<file path="config.mk">
export PLATFORM = sky130hd
export DESIGN_NAME = ptimer_top
export DESIGN_NICKNAME = d
export VERILOG_FILES = /design/src/rtl/ptimer_pkg.sv /design/src/rtl/ptimer_prescaler.sv /design/src/rtl/ptimer_counter.sv /design/src/rtl/ptimer_capture.sv /design/src/rtl/ptimer_top.sv
export SDC_FILE = /design/constraint.sdc
export NUM_CORES = 1
export LEC_CHECK = 0
export ABC_AREA = 0
export ABC_CLOCK_PERIOD_IN_PS = 3800
export CORE_MARGIN = 4
export CORE_UTILIZATION = 46
export CTS_CLUSTER_DIAMETER = 200
export CTS_CLUSTER_SIZE = 30
export DETAILED_ROUTE_END_ITERATION = 10
export DONT_BUFFER_PORTS = 1
export GPL_ROUTABILITY_DRIVEN = 0
export PLACE_DENSITY = 0.58
export SYNTH_ARGS = -nofsm -noshare
export SYNTH_HDL_FRONTEND = slang
export SYNTH_HIERARCHICAL = 1
export SYNTH_SLANG_ARGS = --single-unit
export TNS_END_PERCENT = 20
</file>
<file path="constraint.sdc">
create_clock -name clk -period 3.8 [get_ports clk]
set_input_delay 0.19 -clock clk [delete_from_list [all_inputs] [get_ports clk]]
set_output_delay 0.19 -clock clk [all_outputs]
set_load 0.02 [all_outputs]
</file>
<file path="src/rtl/ptimer_pkg.sv">
package ptimer_pkg;
  typedef enum logic [1:0] {
    A_CTRL  = 2'd0,
    A_COUNT = 2'd1,
    A_CAPT  = 2'd2,
    A_FLAGS = 2'd3
  } reg_addr_e;

  localparam int HALT_BIT = 0;
  localparam int CLR_BIT  = 1;
  localparam int SEL_LSB  = 2;
  localparam int SEL_W    = 3;
  localparam int OVF_BIT  = 0;
  localparam int CAPF_BIT = 1;
endpackage

</file>
<file path="src/rtl/ptimer_prescaler.sv">
module ptimer_prescaler #(
  parameter int PS_W  = 6,
  parameter int SEL_W = 3
) (
  input  logic             clk,
  input  logic             rst_n,
  input  logic             run,
  input  logic             clr,
  input  logic [SEL_W-1:0] sel,
  output logic             tick
);
  logic [PS_W-1:0] presc;
  logic [PS_W-1:0] mask;
  logic            sel_ok;

  always_comb begin
    for (int i = 0; i < PS_W; i++) mask[i] = (i < int'(sel));
  end

  assign sel_ok = (int'(sel) <= PS_W);
  assign tick   = run && sel_ok && ((presc & mask) == mask);

  always_ff @(posedge clk or negedge rst_n) begin
    if (!rst_n)   presc <= '0;
    else if (clr) presc <= '0;
    else if (run) presc <= presc + 1'b1;
  end


  hold_presc_chk: assert property (@(posedge clk) disable iff (!rst_n)
    (!run && !clr) |=> $stable(presc));
endmodule

</file>
<file path="src/rtl/ptimer_counter.sv">
module ptimer_counter #(
  parameter int CNT_W = 16
) (
  input  logic             clk,
  input  logic             rst_n,
  input  logic             tick,
  input  logic             clr,
  input  logic             ovf_clr,
  output logic [CNT_W-1:0] count,
  output logic             ovf
);
  logic at_top;
  assign at_top = &count;

  always_ff @(posedge clk or negedge rst_n) begin
    if (!rst_n)       count <= '0;
    else if (clr)     count <= '0;
    else if (tick)    count <= count + 1'b1;
  end

  always_ff @(posedge clk or negedge rst_n) begin
    if (!rst_n)                      ovf <= 1'b0;
    else if (tick && at_top && !clr) ovf <= 1'b1;
    else if (ovf_clr)                ovf <= 1'b0;
  end


  clear_zero_chk: assert property (@(posedge clk) disable iff (!rst_n)
    clr |=> (count == '0));

  wrap_flag_chk: assert property (@(posedge clk) disable iff (!rst_n)
    (tick && at_top && !clr) |=> (ovf && count == '0));
endmodule

</file>
<file path="src/rtl/ptimer_capture.sv">
module ptimer_capture #(
  parameter int CNT_W  = 16,
  parameter int SYNC_N = 2
) (
  input  logic             clk,
  input  logic             rst_n,
  input  logic             pin,
  input  logic             run,
  input  logic             flag_clr,
  input  logic [CNT_W-1:0] count,
  output logic [CNT_W-1:0] cap_val,
  output logic             cap_flag
);
  logic [SYNC_N:0] sync;
  logic            rise;

  always_ff @(posedge clk or negedge rst_n) begin
    if (!rst_n) sync <= '0;
    else        sync <= {sync[SYNC_N-1:0], pin};
  end

  assign rise = sync[SYNC_N-1] & ~sync[SYNC_N];

  always_ff @(posedge clk or negedge rst_n) begin
    if (!rst_n)           cap_val <= '0;
    else if (rise && run) cap_val <= count;
  end

  always_ff @(posedge clk or negedge rst_n) begin
    if (!rst_n)           cap_flag <= 1'b0;
    else if (rise && run) cap_flag <= 1'b1;
    else if (flag_clr)    cap_flag <= 1'b0;
  end


  halted_no_capture_chk: assert property (@(posedge clk) disable iff (!rst_n)
    !run |=> ($stable(cap_val) && !$rose(cap_flag)));

  capture_loads_count_chk: assert property (@(posedge clk) disable iff (!rst_n)
    (rise && run) |=> (cap_flag && cap_val == $past(count)));
endmodule

</file>
<file path="src/rtl/ptimer_top.sv">
module ptimer_top
  import ptimer_pkg::*;
#(
  parameter int CNT_W  = 16,
  parameter int PS_W   = 6,
  parameter int SYNC_N = 2
) (
  input  logic             clk,
  input  logic             rst_n,
  input  logic             wr_en,
  input  logic [1:0]       wr_addr,
  input  logic [CNT_W-1:0] wr_data,
  input  logic [1:0]       rd_addr,
  output logic [CNT_W-1:0] rd_data,
  input  logic             cap_in
);
  localparam int CTRL_W = SEL_LSB + SEL_W;

  logic             halt;
  logic [SEL_W-1:0] sel;
  logic             ctrl_wr, flag_wr, clr_cmd, run, tick;
  logic [CNT_W-1:0] count, cap_val;
  logic             ovf, cap_flag;
  logic             unused_wr_bits;

  assign ctrl_wr = wr_en && (wr_addr == A_CTRL);
  assign flag_wr = wr_en && (wr_addr == A_FLAGS);
  assign clr_cmd = ctrl_wr && wr_data[CLR_BIT];
  assign run     = !halt;
  assign unused_wr_bits = ^wr_data[CNT_W-1:CTRL_W];

  always_ff @(posedge clk or negedge rst_n) begin
    if (!rst_n) begin
      halt <= 1'b1;
      sel  <= '0;
    end else if (ctrl_wr) begin
      halt <= wr_data[HALT_BIT];
      sel  <= wr_data[SEL_LSB +: SEL_W];
    end
  end

  ptimer_prescaler #(.PS_W(PS_W), .SEL_W(SEL_W)) u_presc (
    .clk(clk), .rst_n(rst_n), .run(run), .clr(clr_cmd), .sel(sel), .tick(tick)
  );

  ptimer_counter #(.CNT_W(CNT_W)) u_cnt (
    .clk(clk), .rst_n(rst_n), .tick(tick), .clr(clr_cmd),
    .ovf_clr(flag_wr && wr_data[OVF_BIT]), .count(count), .ovf(ovf)
  );

  ptimer_capture #(.CNT_W(CNT_W), .SYNC_N(SYNC_N)) u_cap (
    .clk(clk), .rst_n(rst_n), .pin(cap_in), .run(run),
    .flag_clr(flag_wr && wr_data[CAPF_BIT]), .count(count),
    .cap_val(cap_val), .cap_flag(cap_flag)
  );

  always_comb begin
    rd_data = '0;
    case (reg_addr_e'(rd_addr))
      A_CTRL: begin
        rd_data[HALT_BIT]           = halt;
        rd_data[SEL_LSB +: SEL_W]   = sel;
      end
      A_COUNT: rd_data = count;
      A_CAPT:  rd_data = cap_val;
      A_FLAGS: begin
        rd_data[OVF_BIT]  = ovf;
        rd_data[CAPF_BIT] = cap_flag;
      end
      default: rd_data = '0;
    endcase
  end


  halt_holds_chk: assert property (@(posedge clk) disable iff (!rst_n)
    (halt && !clr_cmd) |=> $stable(count));

  code7_holds_chk: assert property (@(posedge clk) disable iff (!rst_n)
    (sel == '1 && !clr_cmd) |=> $stable(count));

  halt_clear_zero_chk: assert property (@(posedge clk) disable iff (!rst_n)
    (clr_cmd && wr_data[HALT_BIT]) |=> (count == '0 && halt));
endmodule

</file>
==> impl_metrics.ini <==
[setup_path]
crit_path_end_kind = flop
endpoint = u_cnt/count[15]
startpoint_type = flop
critPathMaxFanout = 7
r2r_slack_ns = 1.53
path_depth = 8
max_stage_delay_ns = 0.48
crit_family = compound AO/OA/AOI/OAI gates
reg2reg_to = u_cnt/count[15]
r2r.worst_path.cells = 8
crit_type = flop to flop
crit_start = sel[2]
path_buf_inv = 1
worstPathArrival_ns = 2.50
r2r_start = sel[2]
path_cells = inv_1, o21ai_1, a211oi_1, o211a_1, o2111a_2, nand3_4, or4_1, a21oi_1
worstPathRequired_ns = 4.03
cpMaxStageDelayCell = or4_1

[global_route]
grt_first_pass_wirelength_mm = 7.96
antenna_found_initial = 0
grt_pass1_vias = 1674
grt_max_degree = 48
groute.usage.overall_pct = 15.8
overflow = 0

[cts]
cts-htree-levels = 2
cts_buffers = 5
cts_num_sinks = 47
path_clk_slew_ns = 0.08
clk_latency_ns = 0.30
post_cts_buffers = 0
cts_root_buf = clkbuf_8
clockBufferDepth = 2
cts_tree = yes

[yosys]
synth_fp_nets = 241
synth_cell_types = 42
ys_seq_elements = 47
synthesis.area_um2 = 2450
avgSynthCellArea_um2 = 11.6
ys_seq_area_share_pct = 48.1
synth_warnings = 6
synth_top_area_share_pct = 47.1
synth_area_leaders = dfrtp_1 (47%), mux2_4 (5.5%), mux2_2 (5.1%)
syn_inst = 211
yosysTopAreaCell = dfrtp_1

[power]
power_leakage_uw = 0.00116
p_switching_uw = 406
p_sw_share_pct = 31.5
ir_drop_mv = 0.254
p_per_area_nw_per_um2 = 494
pwr-share-clk_pct = 25.0
seqPwrFrac_pct = 54.5
p_int_uw = 883
p_comb_share_pct = 20.5

[place]
dp.cells = 273
hpwl_mm = 3.29
postPlaceCellArea_um2 = 2460
io_buffers = 0

[die]
core_um2 = 5140
die_h_um = 80.9
die_w_um = 80.9
dieArea_um2 = 6550
row_count = 26
initial_core_util_pct = 47.6
io_pins = 40

[detailed_routing]
first_iter_violations = 123
num_vias = 1594
ant_nets = 0
post_drt_wl_per_cell_um = 16.5
wl_mm = 4.67
first_pass_iters = 4
via_per_inst = 5.61
drc = 0

[sta]
setup_viol = 0
max_freq_mhz = 440
post-route-period-util_pct = 59.9
slew_viol_final = 0
maxSlewHeadroom_pct = 57.8
rsz0062_at_grt = false
layout_min_cycle_time_ns = 2.27
finClkSkew_ns = 0.00689
tns_ns = 0
tightest_slew_ns = 0.634
hold_viol = 0

[final_layout]
nets = 243
seqCellArea_um2 = 1180
drive_above_1_share_pct = 18.7
final_util_pct = 50.8
instances_no_fill = 284
diodes = 0
area_growth_pct = 6.65
multi_input_area_um2 = 1170
fillers = 492
postLayoutCellArea_um2 = 2610

[flow_run]
cap_violations = 0

[hold_path]
min_path_type = input pin to flop
hp-start = wr_data[3]

[run_status]
outcome = completed
[registers in the layout, indices dropped and copies added (netlist names)]
name / cells
sel: 3
u_cnt/count: 16
u_cnt/ovf: 1
halt: 1
u_presc/presc: 6
u_cap/sync: 3
u_cap/cap_flag: 1
u_cap/cap_val: 16
[cells by family after synthesis]
group           synth area share [%]
buf+inv                         4.19
flops                           48.1
simple gates                    17.4
mux                             11.8
compound gates                  10.4
fa+ha+maj                       3.07
xor+xnor                        5.01
[worst register-to-register path: cells and delay by family (launching register included)]
kind | cells | cell delay, ns
buffers and inverters | 1 | 0.07
AO/OA/AOI/OAI | 5 | 1.11
flip-flops | 1 | 0.42
AND/OR/NAND/NOR | 2 | 0.61
[final cells by class]
cell class,instances,area share [%]
Timing Repair Buffer,4,2.11
Tap cell,70,3.36
Clock buffer,8,3.84
Multi-Input combinational cell,149,44.7
Inverter,6,0.863
Sequential cell,47,45.1
[routing by layer]
| metal | track usage [%] | share of wire [%] |
|---|---|---|
| met4 | 5.57 | 0.98 |
| met5 | 0 | 0 |
| met1 | 19.4 | 44 |
| met3 | 4.66 | 5.8 |
| met2 | 26.6 | 49 |
[metrics by stage]
stage | hold WS (ns) | worst slack [ns] | power [uW]
3_5_place_dp | -0.104 | 1.53 | 966
5_1_grt | 0.0255 | 1.34 | 1370
2_1_floorplan | -0.106 | 1.76 | 902
6_report | 0.0393 | 1.53 | 1290
4_1_cts | 0.0290 | 1.49 | 1310
3_3_place_gp | -0.104 | 1.57 | 945
[how the worst min path moves through the flow]
| stage | cells past startpoint | to | slack [ns] |
|---|---|---|---|
| 6_report | 1 | sel[1] | 0.04 |
| 5_1_grt | 1 | sel[1] | 0.03 |
| 3_3_place_gp | 0 | u_cap/cap_val[7] | -0.10 |
| 3_5_place_dp | 0 | u_cap/cap_val[7] | -0.10 |
| 2_1_floorplan | 0 | sel[0] | -0.11 |
| 4_1_cts | 1 | sel[1] | 0.03 |
[cells in the final DEF, fill, tap and decap left out, drive strengths merged]
cell type    count
dfrtp           46
nor2            20
mux2            20
a22oi           11
nor2b           11
xor2            11
nand2            9
clkbuf           8
nand4            8
o21ai            8
a21oi            7
inv              6
ha               6
a222oi           5
nand3            5
or3              5
and4             4
mux2i            3
xnor2            3
and2             2
dlygate4sd3      2
nand2b           2
buf              2
nor3b            1
dfstp            1
nand3b           1
and3             1
o2111a           1
o31ai            1
or4              1
o41ai            1
a211oi           1
o211a            1
[synthesized netlist by cell type]
cell type	count
o31ai_1	1
nand3_4	1
nand2_1	9
o211a_1	1
and3_1	1
nand2b_1	2
mux2_4	9
nand4_1	7
nor2_1	20
o2111a_2	1
dfstp_2	1
o21ai_0	6
and4_1	2
nor3b_4	1
xor2_1	11
buf_6	4
or3_1	3
dfrtp_1	46
mux2_2	11
buf_8	1
nand3_1	3
nand3b_4	1
or4_1	1
or3_2	2
a22oi_1	11
a222oi_1	5
o21ai_1	2
a211oi_1	1
o41ai_1	1
clkbuf_1	2
ha_1	6
xnor2_1	3
nand4_2	1
a21oi_1	7
inv_1	6
nor2b_1	11
clkbuf_2	1
buf_4	1
and4_2	2
and2_1	2
nand3_2	1
mux2i_1	3
[timing repair]
item                                   CTS  global route
hold buffers                             3             0
endpoints found under the hold margin   48             0
resized for setup                        0             0
[power by group through the flow]
| stage | combinational, uW | clock, uW | sequential [uW] |
|---|---|---|---|
| after floorplan | 219 | 0 | 682 |
| after global placement | 239 | 0 | 707 |
| after detailed placement | 253 | 0 | 713 |
| after CTS | 268 | 335 | 704 |
| after global routing | 298 | 357 | 720 |
| final | 264 | 323 | 703 |
Power figures use the tool's default switching activity.
